[src/rtl/rdma_pkg.sv]
package rdma_pkg;
    localparam logic [2:0] OFS_ADDR_LO = 3'd0;
    localparam logic [2:0] OFS_ADDR_HI = 3'd1;
    localparam logic [2:0] OFS_CNT_LO  = 3'd2;
    localparam logic [2:0] OFS_CNT_HI  = 3'd3;
    localparam logic [2:0] OFS_CFG     = 3'd4;
    localparam logic [2:0] OFS_CMD     = 3'd5;
    localparam logic [2:0] OFS_STAT    = 3'd6;

    localparam logic [2:0] CMD_NONE = 3'b000;
    localparam logic [2:0] CMD_RD   = 3'b001;
    localparam logic [2:0] CMD_WR   = 3'b010;
    localparam logic [2:0] CMD_SEND = 3'b011;

    typedef enum logic {ST_IDLE, ST_BUSY} seq_st_e;

    typedef struct packed {
        logic [1:0] cfg;   // bit0 word mode, bit1 swap
        logic       done;
    } regs_t;

    typedef struct packed {
        logic       word;
        logic       swap;
        logic       go_rd;
        logic       go_wr;
        logic       abort;
        logic       nop;
        logic       ld_alo;
        logic       ld_ahi;
        logic       ld_clo;
        logic       ld_chi;
    } ctl_t;
endpackage

[src/rtl/rdma_regs.sv]
module rdma_regs
    import rdma_pkg::*;
#(
    parameter int AW = 16,
    parameter int CW = 16
) (
    input  logic          clk,
    input  logic          rst_n,
    input  logic          reg_wr,
    input  logic [2:0]    reg_addr,
    input  logic [7:0]    reg_wdata,
    input  logic [AW-1:0] cur_addr,
    input  logic [CW-1:0] cur_cnt,
    input  logic          fin,
    input  logic          launch,
    output ctl_t          ctl,
    output logic          done,
    output logic [7:0]    reg_rdata
);
    regs_t q, d;
    logic  wr_cmd;
    logic  clr_done;
    logic [15:0] a16;
    logic [15:0] c16;

    always_comb begin
        wr_cmd     = reg_wr && (reg_addr == OFS_CMD);
        clr_done   = reg_wr && (reg_addr == OFS_STAT) && reg_wdata[0];
        ctl.word   = q.cfg[0];
        ctl.swap   = q.cfg[1];
        ctl.abort  = wr_cmd && reg_wdata[2];
        ctl.go_rd  = wr_cmd && (reg_wdata[2:0] == CMD_RD);
        ctl.go_wr  = wr_cmd && (reg_wdata[2:0] == CMD_WR);
        ctl.nop    = wr_cmd && ((reg_wdata[2:0] == CMD_NONE) ||
                                (reg_wdata[2:0] == CMD_SEND));
        ctl.ld_alo = reg_wr && (reg_addr == OFS_ADDR_LO);
        ctl.ld_ahi = reg_wr && (reg_addr == OFS_ADDR_HI);
        ctl.ld_clo = reg_wr && (reg_addr == OFS_CNT_LO);
        ctl.ld_chi = reg_wr && (reg_addr == OFS_CNT_HI);
    end

    always_comb begin
        d = q;
        if (reg_wr && (reg_addr == OFS_CFG)) begin
            d.cfg = reg_wdata[1:0];
        end
        if (fin) begin
            d.done = 1'b1;
        end else if (clr_done || launch) begin
            d.done = 1'b0;
        end
    end

    always_ff @(posedge clk or negedge rst_n) begin
        if (!rst_n) begin
            q <= '0;
        end else begin
            q <= d;
        end
    end

    assign done = q.done;

    always_comb begin
        a16 = 16'(cur_addr);
        c16 = 16'(cur_cnt);
        case (reg_addr)
            OFS_ADDR_LO: reg_rdata = a16[7:0];
            OFS_ADDR_HI: reg_rdata = a16[15:8];
            OFS_CNT_LO:  reg_rdata = c16[7:0];
            OFS_CNT_HI:  reg_rdata = c16[15:8];
            OFS_CFG:     reg_rdata = {6'b0, q.cfg};
            OFS_STAT:    reg_rdata = {7'b0, q.done};
            default:     reg_rdata = 8'h00;
        endcase
    end

    AST_DONE_SETS: assert property (@(posedge clk) disable iff (!rst_n)
        fin |=> done) else $error("done not set");
    AST_DONE_HOLDS: assert property (@(posedge clk) disable iff (!rst_n)
        (done && !reg_wr) |=> done) else $error("done dropped");
endmodule

[src/rtl/rdma_lane.sv]
module rdma_lane #(
    parameter int DW = 16,
    parameter int AW = 16
) (
    input  logic          rst_n,
    input  logic          req,
    input  logic          wide,
    input  logic          swap,
    input  logic [AW-1:0] addr,
    input  logic [DW-1:0] hold,
    input  logic [DW-1:0] mem_rdata,
    output logic [DW/8-1:0] be,
    output logic [DW-1:0] wdata,
    output logic [DW-1:0] rd_host
);
    localparam int LANES = DW / 8;
    localparam int LSW   = (LANES > 1) ? $clog2(LANES) : 1;

    logic [LSW-1:0] lane_sel;
    logic [7:0]     sel_byte;

    assign lane_sel = LSW'(addr[LSW-1:0]);
    assign sel_byte = mem_rdata[lane_sel*8 +: 8];

    for (genvar i = 0; i < LANES; i++) begin : g_lane
        localparam int MIR = LANES - 1 - i;
        assign be[i] = wide || (lane_sel == LSW'(i));
        assign wdata[i*8 +: 8] = wide ? (swap ? hold[MIR*8 +: 8] : hold[i*8 +: 8])
                                      : hold[7:0];
        if (i == 0) begin : g_low
            assign rd_host[7:0] = wide ? (swap ? mem_rdata[MIR*8 +: 8] : mem_rdata[7:0])
                                       : sel_byte;
        end else begin : g_up
            assign rd_host[i*8 +: 8] = wide ? (swap ? mem_rdata[MIR*8 +: 8]
                                                    : mem_rdata[i*8 +: 8])
                                            : 8'h00;
        end
    end

    always_comb begin
        if (rst_n && req) begin
            AST_LANE_ENABLED: assert (be != '0) else $error("no lane enabled");
        end
    end
endmodule

[src/rtl/rdma_seq.sv]
module rdma_seq
    import rdma_pkg::*;
#(
    parameter int AW = 16,
    parameter int CW = 16,
    parameter int DW = 16
) (
    input  logic          clk,
    input  logic          rst_n,
    input  ctl_t          ctl,
    input  logic [7:0]    reg_wdata,
    input  logic          dp_rd,
    input  logic          dp_wr,
    input  logic [DW-1:0] dp_wdata,
    input  logic          mem_gnt,
    input  logic [DW-1:0] lane_rd,
    output logic          mem_req,
    output logic          mem_we,
    output logic [AW-1:0] addr,
    output logic [CW-1:0] cnt,
    output logic [DW-1:0] hold,
    output logic          wide,
    output logic          dp_ready,
    output logic          fin,
    output logic          launch
);
    localparam logic [AW-1:0] ASTEP_B = AW'(1);
    localparam logic [AW-1:0] ASTEP_W = AW'(DW / 8);
    localparam logic [CW-1:0] CSTEP_B = CW'(1);
    localparam logic [CW-1:0] CSTEP_W = CW'(DW / 8);

    typedef struct packed {
        seq_st_e       st;
        logic          dir;      // 1 = host to memory
        logic [AW-1:0] addr;
        logic [CW-1:0] cnt;
        logic [DW-1:0] hold;
        logic          hold_v;
    } seq_t;

    seq_t q, d;
    logic access;
    logic ld_any;
    logic [CW-1:0] cnt_nx;

    always_comb begin
        wide     = ctl.word && (q.cnt >= CSTEP_W);
        mem_req  = (q.st == ST_BUSY) && (q.dir ? q.hold_v : !q.hold_v) && !ctl.abort;
        access   = mem_req && mem_gnt;
        dp_ready = q.dir ? ((q.st == ST_BUSY) && !q.hold_v) : q.hold_v;
        ld_any   = ctl.ld_alo || ctl.ld_ahi || ctl.ld_clo || ctl.ld_chi;
        cnt_nx   = q.cnt - (wide ? CSTEP_W : CSTEP_B);
    end

    always_comb begin
        d      = q;
        fin    = 1'b0;
        launch = 1'b0;

        if (access) begin
            d.addr = q.addr + (ctl.word ? ASTEP_W : ASTEP_B);
            d.cnt  = cnt_nx;
            if (q.dir) begin
                d.hold_v = 1'b0;
            end else begin
                d.hold   = lane_rd;
                d.hold_v = 1'b1;
            end
            if (cnt_nx == '0) begin
                d.st = ST_IDLE;
                fin  = 1'b1;
            end
        end

        if (!q.dir && q.hold_v && dp_rd) begin
            d.hold_v = 1'b0;
        end
        if (q.dir && (q.st == ST_BUSY) && !q.hold_v && dp_wr) begin
            d.hold   = dp_wdata;
            d.hold_v = 1'b1;
        end

        if (ctl.ld_alo) d.addr[7:0]    = reg_wdata;
        if (ctl.ld_ahi) d.addr[AW-1:8] = reg_wdata[AW-9:0];
        if (ctl.ld_clo) d.cnt[7:0]     = reg_wdata;
        if (ctl.ld_chi) d.cnt[CW-1:8]  = reg_wdata[CW-9:0];

        if ((ctl.go_rd || ctl.go_wr) && (q.st == ST_IDLE)) begin
            d.dir    = ctl.go_wr;
            d.hold_v = 1'b0;
            if (q.cnt == '0) begin
                fin = 1'b1;
            end else begin
                d.st   = ST_BUSY;
                launch = 1'b1;
            end
        end

        if (ctl.abort) begin
            d.st     = ST_IDLE;
            d.hold_v = 1'b0;
        end
    end

    always_ff @(posedge clk or negedge rst_n) begin
        if (!rst_n) begin
            q <= '{st: ST_IDLE, dir: 1'b0, addr: '0, cnt: '0, hold: '0, hold_v: 1'b0};
        end else begin
            q <= d;
        end
    end

    assign mem_we = q.dir;
    assign addr   = q.addr;
    assign cnt    = q.cnt;
    assign hold   = q.hold;

    AST_REQ_HELD: assert property (@(posedge clk) disable iff (!rst_n)
        (mem_req && !mem_gnt && !ctl.abort) |=> mem_req) else $error("req dropped");
    AST_ADDR_STABLE: assert property (@(posedge clk) disable iff (!rst_n)
        (mem_req && !mem_gnt && !ctl.abort && !ld_any) |=> $stable(addr)) else $error("addr moved");
    AST_ABORT_QUIET: assert property (@(posedge clk) disable iff (!rst_n)
        ctl.abort |=> !mem_req) else $error("req after abort");
    AST_NOP_IDLE: assert property (@(posedge clk) disable iff (!rst_n)
        (ctl.nop && (q.st == ST_IDLE)) |=> !mem_req) else $error("nop started");
    AST_CNT_DROPS: assert property (@(posedge clk) disable iff (!rst_n)
        (access && !ld_any) |=> (cnt < $past(cnt))) else $error("count not reduced");
endmodule

[src/rtl/rdma_engine.sv]
module rdma_engine
    import rdma_pkg::*;
#(
    parameter int AW = 16,
    parameter int CW = 16,
    parameter int DW = 16
) (
    input  logic          clk,
    input  logic          rst_n,
    input  logic          reg_wr,
    input  logic [2:0]    reg_addr,
    input  logic [7:0]    reg_wdata,
    output logic [7:0]    reg_rdata,
    input  logic          dp_rd,
    input  logic          dp_wr,
    input  logic [DW-1:0] dp_wdata,
    output logic [DW-1:0] dp_rdata,
    output logic          dp_ready,
    output logic          mem_req,
    input  logic          mem_gnt,
    output logic          mem_we,
    output logic [AW-1:0] mem_addr,
    output logic [DW/8-1:0] mem_be,
    output logic [DW-1:0] mem_wdata,
    input  logic [DW-1:0] mem_rdata,
    output logic [AW-1:0] cur_addr,
    output logic          done_flag
);
    ctl_t          ctl;
    logic [CW-1:0] cnt;
    logic [DW-1:0] hold;
    logic [DW-1:0] lane_rd;
    logic          wide;
    logic          fin;
    logic          launch;

    rdma_regs #(.AW(AW), .CW(CW)) u_regs (
        .clk(clk), .rst_n(rst_n), .reg_wr(reg_wr), .reg_addr(reg_addr),
        .reg_wdata(reg_wdata), .cur_addr(cur_addr), .cur_cnt(cnt),
        .fin(fin), .launch(launch), .ctl(ctl), .done(done_flag),
        .reg_rdata(reg_rdata)
    );

    rdma_seq #(.AW(AW), .CW(CW), .DW(DW)) u_seq (
        .clk(clk), .rst_n(rst_n), .ctl(ctl), .reg_wdata(reg_wdata),
        .dp_rd(dp_rd), .dp_wr(dp_wr), .dp_wdata(dp_wdata),
        .mem_gnt(mem_gnt), .lane_rd(lane_rd), .mem_req(mem_req),
        .mem_we(mem_we), .addr(cur_addr), .cnt(cnt), .hold(hold),
        .wide(wide), .dp_ready(dp_ready), .fin(fin), .launch(launch)
    );

    rdma_lane #(.DW(DW), .AW(AW)) u_lane (
        .rst_n(rst_n), .req(mem_req), .wide(wide), .swap(ctl.swap),
        .addr(cur_addr), .hold(hold), .mem_rdata(mem_rdata),
        .be(mem_be), .wdata(mem_wdata), .rd_host(lane_rd)
    );

    assign mem_addr = cur_addr;
    assign dp_rdata = hold;
endmodule

[config.mk]
export PLATFORM = sky130hd
export DESIGN_NAME = rdma_engine
export DESIGN_NICKNAME = d
export VERILOG_FILES = /design/src/rtl/rdma_pkg.sv /design/src/rtl/rdma_regs.sv /design/src/rtl/rdma_lane.sv /design/src/rtl/rdma_seq.sv /design/src/rtl/rdma_engine.sv
export SDC_FILE = /design/constraint.sdc
export NUM_CORES = 1
export LEC_CHECK = 0
export BUFFER_PORTS_ARGS = -buffer_cell sky130_fd_sc_hd__buf_2
export CAP_MARGIN = 20
export CORE_UTILIZATION = 30
export CTS_BUF_LIST = sky130_fd_sc_hd__clkbuf_8
export DETAILED_ROUTE_END_ITERATION = 10
export GPL_TIMING_DRIVEN = 0
export PLACE_DENSITY_LB_ADDON = 0.3
export SYNTH_ARGS = -nofsm -noshare
export SYNTH_HDL_FRONTEND = slang
export SYNTH_SLANG_ARGS = --single-unit
[constraint.sdc]
create_clock -name clk -period 7.3 [get_ports clk]
set_clock_uncertainty 0.15 [all_clocks]
set_input_delay 1.095 -clock clk [delete_from_list [all_inputs] [get_ports clk]]
set_output_delay 1.095 -clock clk [all_outputs]
set_load 0.02 [all_outputs]
# After elaboration in Yosys (flattened, before gate mapping)
# Cells that the tools add are included.
word_totals:
  reg_bits: 54
  input_bits: 49
  out_inout_bits: 78
  wordCells: 102
op_classes:
  add_sub_neg: 2
  magnitude_cmp: 1
  n_eq_ne: 9
  shift: 1
  mux: 37
  bitwise: 2
  n_reduce_logical: 40
ops:
  columns: ["op", "n"]
  rows:
  - ["$mux 8", 12]
  - ["$mux 49", 1]
  - ["$pmux 8 s6", 1]
  - ["$logic_not 16->1", 2]
  - ["$logic_and 1x1->1", 22]
  - ["$mux 1", 18]
  - ["$mux 17", 1]
  - ["$add 16x16->16", 1]
  - ["$ge 16x2->1 const B", 1]
  - ["$mux 16", 1]
  - ["$shiftx 16x5->8", 1]
  - ["$sub 16x16->16", 1]
  - ["$reduce_bool 2->1", 6]
  - ["$eq 3x2->1 const B", 3]
  - ["$eq 3x3->1 const B", 3]
  - ["$eq 3x1->1 const B", 2]
  - ["$mux 2", 3]
  - ["$reduce_bool 5->1", 1]
  - ["$logic_or 1x1->1", 4]
  - ["$logic_not 1->1", 3]
  - ["$logic_not 3->1", 1]
  - ["$ne 2x2->1 const B", 1]
  - ["$not 1->1", 2]
  - ["$reduce_and 2->1", 1]

# Logic depth before layout (Yosys ltp)
logic_depth:
  depth_word: 11
  ltp_mapped: 12

# Hierarchy
# Synthesis repeated with hierarchy kept, for this count alone.
hier_totals:
  hier_cells: 480
  hier_area_um2: 4376.7
by_module_without_submodules:
  columns: ["mod", "instances", "cells_per_inst", "area_each_um2", "seq_area_each_um2"]
  rows:
  - ["rdma_seq", 1, 359, 3199.3, 1276.2]
  - ["rdma_regs", 1, 57, 595.6, 75.1]
  - ["rdma_lane", 1, 48, 461.7, 0.0]
  - ["rdma_engine", 1, 16, 120.1, 0.0]

# Least setup slack after synthesis
# Ideal clock, no wire load.
synth_path:
  path_kind: "input to output"
  startpoint: "input port reg_addr[0]"
  endpoint: "output port reg_rdata[2]"
  arrival_time_ns: 2.330
  slack_ns: 3.725
  path_stages: 4
  path_buffers: 2
  cell_sequence: "buf_2 -> buf_1 -> mux4_2 -> nor2b_1"
synth_between:
  elab_chain_cells: 2
synth_lines:
  columns: ["item", "line_no", "source"]
  rows:
  - ["from (decl)", "rdma_engine.sv:11", "input logic [2:0] reg_addr,"]
  - ["$eq 3x3->1 (tied with other cells)", "rdma_regs.sv:67", "case (reg_addr)"]
  - ["$pmux 8 s6 (*)", "rdma_regs.sv:67", null]
  - ["to (decl)", "rdma_engine.sv:13", "output logic [7:0] reg_rdata,"]
# Every way passes the cells marked *; elsewhere a longest branch is shown, timed or not.

# Worst setup path in the final report
layout_path:
  startpoint: "register u_seq.q, in the netlist u_seq.cnt[3]"
  endpoint: "output port mem_wdata[11]"
layout_between:
  elab_chain_cells: 3
layout_lines:
  columns: ["item", "line_no", "source"]
  rows:
  - ["from (decl)", "rdma_seq.sv:41", "seq_t q, d;"]
  - ["from (signal assigned)", "rdma_seq.sv:107", "q <= '{st: ST_IDLE, dir: 1'b0, addr: '0, cnt: '0, hold: '0, hold_v: 1'b0};"]
  - ["$ge 16x2->1", "rdma_seq.sv:47", "wide = ctl.word && (q.cnt >= CSTEP_W);"]
  - ["$logic_and 1x1->1", "rdma_seq.sv:47", null]
  - ["$mux 8", "rdma_lane.sv:28", "assign wdata[i*8 +: 8] = wide ? (swap ? hold[MIR*8 +: 8] : hold[i*8 +: 8])"]
  - ["to (decl)", "rdma_engine.sv:24", "output logic [DW-1:0] mem_wdata,"]
# No other way between the ends.

==> flow_summary.ini <==
[setup_path]
reg2reg_slack_ns = 3.53
cpMostUsedCell = buf_2
critPathKind = flip-flop to output port
crit_buf_inv = 3
end_kind = output port
slowest_delay_ns = 0.39
cpMaxStageDelayCell = dfrtp_1
crit_family = simple AND/OR/NAND/NOR gates
crit_path_start = u_seq.cnt[3]
cp.arrival_ns = 2.81
start_kind = flip-flop
endpoint = mem_wdata[11]
cp.depth = 8
cp_cell_sequence = clkbuf_1 > nor3_2 > nand4b_1 > o21a_1 > nand2b_1 > buf_2 > mux2_2 > buf_2
r2r_cells = 12
critical_path.max_fanout = 8
reg2reg_from = u_seq.cnt[3]
worstPathRequired_ns = 6.05
worstReg2RegEnd = u_seq.q[50]

[clock_tree]
cts_setup_buffers = 0
h-tree-depth = 2
cts_resized = 0
cts.path.max_buffers = 2
holdBufCountCts = 0
cts-root-buf = clkbuf_8
cts_tree = built
cts_buffers = 5
clkSinkCount = 54
cts.reportedPaths.clkPinSlew_ns = 0.11
worstSkewPairLatency_ns = 0.32

[final_layout]
nFillCells = 1445
stdcell_count = 801
drive_gt1_frac = 0.378
nets = 676
num_antenna_cells = 0
post-route-util = 0.379
syn_to_final_growth_pct = 22.5
design_area_sq_um = 5280

[yosys]
ys_seq_area_frac = 0.313
synthesis.area_sq_um = 4310
synth_edf_count = 0
syn_nets = 545
synth_area_leader_cell = dfrtp_1
synth_ff_type = dfrtp_1
synthSimpleGateAreaFrac = 0.205
synth_most_common_cell = dfrtp_1
synth_common_cells = dfrtp_1, buf_4, nor2_1
netlist_top_cells_area = dfrtp_1, buf_4, mux2_2
synth_top_family_by_area = simple AND/OR/NAND/NOR gates
muxShareOfSynthArea = 0.107
ys_ff_latch = 54
postSynth.asyncResetShare = 1.00
synthAdderAreaFrac = 0.0238
yosysUniqueCellTypes = 66
yosysWarnings = 0
synth-xor-area-share = 0.0569
syn_area_per_cell_sq_um = 8.82
synth_top_cell_area_share = 0.313
netlist_instances = 489
synth_compound_area_frac = 0.168

[pwr]
power_mw = 1.77
p_switching_uw = 808
leakage_nw = 2.29
seqPwrFrac = 0.313
switching_share = 0.455
power.density_nw_per_um2 = 336
p_int_uw = 967
pwr-share-comb = 0.570
p_clk_frac = 0.117
peakVddDrop_mv = 0.103

[drt]
viasPerCell = 5.09
wire_per_inst_microns = 16.5
ant_nets = 0
dr.pass1.iters = 5
route.detailed.drc = 0
drt-initial-drc-count = 292
wl_microns = 13200
num_vias = 4077

[global_route]
grt_pass1_vias = 3857
grt_util_all_layers = 0.180
gr-total-overflow = 0
grt_max_degree = 33
antenna_found_initial = 0
grt_first_pass_wirelength_microns = 20800

[timing]
setup_viol = 0
slew_viol_final = 0
rsz0062_at_grt = no
finalHoldViolCount = 0
finalSetupTns_ns = 0
final.period_utilization = 0.555
slew_headroom = 0.428
clock.fmax_mhz = 247
tightest_slew_ns = 0.856
worst_slack_ns = 3.25
fin_crit_ns = 4.05
whs_ns = 0.442

[placement]
placed_cell_area_sq_um = 5170
routabilityCongestion = 0.916
io_buffers = 123
placedCellCount = 793
dp_hpwl_microns = 10400
place_ws_ns = 3.40

[hold_path]
hp-class = flip-flop to flip-flop
worstHoldPathCells = 2

[job]
max_cap_viol_count = 0

[die]
core_sq_um = 13900
dieArea_sq_um = 14900
pin_count = 127
die_h_microns = 122
die_x_microns = 122
placementRows = 43
initial_utilization = 0.310

[outcome]
outcome = completed
[power groups by stage]
stage               clock network (mW)  registers, mW  logic, mW
floorplan                            0          0.503      0.756
global placement                     0          0.550      0.994
detailed placement                   0          0.558       1.01
CTS                              0.215          0.551       1.02
global route                     0.226          0.574       1.10
finish                           0.208          0.556       1.01
[state kept, by name (all words and copies together), names as in the netlist]
signal        flops
u_seq.addr       16
u_seq.hold       16
u_seq.cnt        16
u_regs.ctl        2
u_seq.q           2
u_regs.done       1
u_seq.mem_we      1
[cells in the final DEF (no fill, tap or decap), types with 4 or more instances in the layout]
| cell type | instances |
|---|---|
| mux2_2 | 28 |
| nand3_1 | 18 |
| a21oi_1 | 26 |
| nor2b_1 | 9 |
| xor2_1 | 11 |
| and3_1 | 9 |
| o21ai_0 | 30 |
| nor2_1 | 43 |
| dfrtp_1 | 54 |
| a31oi_1 | 8 |
| ha_1 | 5 |
| xnor2_1 | 17 |
| inv_1 | 11 |
| nand2_1 | 42 |
| nor4_1 | 8 |
| nand4b_1 | 4 |
| clkbuf_8 | 5 |
| buf_2 | 128 |
| mux4_2 | 6 |
| nand4_1 | 7 |
| o221a_1 | 7 |
| clkbuf_1 | 18 |
| buf_4 | 49 |
| nor3_1 | 6 |
| and2_1 | 4 |
| nand2b_1 | 8 |
[layout make-up]
type	count	area, sq um	area share
buffer	78	507	0.0959
clock inverter	3	41.3	0.00781
clock buffer	5	68.8	0.0130
tap	180	225	0.0426
multi-input combinational	347	2420	0.457
sequential	54	1350	0.256
timing repair buffer	124	636	0.120
inverter	10	37.5	0.00710
[worst min path at each step]
stage	from	endpoint	slack (ns)
final	u_seq.hold[11]	u_seq.hold[11]	0.44
after global placement	u_seq.hold[15]	u_seq.hold[15]	0.42
after floorplan	u_seq.hold[10]	u_seq.hold[10]	0.39
after CTS	u_seq.hold[15]	u_seq.hold[15]	0.44
after global routing	u_seq.hold[11]	u_seq.hold[11]	0.49
after detailed placement	u_seq.hold[15]	u_seq.hold[15]	0.43
[routing by layer]
metal  GRT usage  vias up  wire, microns
li1            -     1956              -
met2       0.306      110           6710
met5           0        -              0
met1       0.240     1997           5720
met4      0.0540        0            195
met3      0.0197       14            573
[worst reg2reg max path, delay by kind of cell (launching register included)]
family                     cells  cell delay [ns]
AOI/OAI and AO/OA              4             0.93
adders and majority gates      2             0.47
buffers and inverters          2             0.46
DFF                            1             0.39
and+or+nand+nor                4             1.26
[kinds of logic (layout without fill, tap and decap cells)]
kind of cell | after synthesis | count (layout)
mux | 35 | 35
fa+ha+maj | 7 | 7
flops | 54 | 54
xor+xnor | 28 | 28
compound gates | 103 | 103
buf+inv | 88 | 220
simple gates | 174 | 174
(Power assumes the default switching activity.)
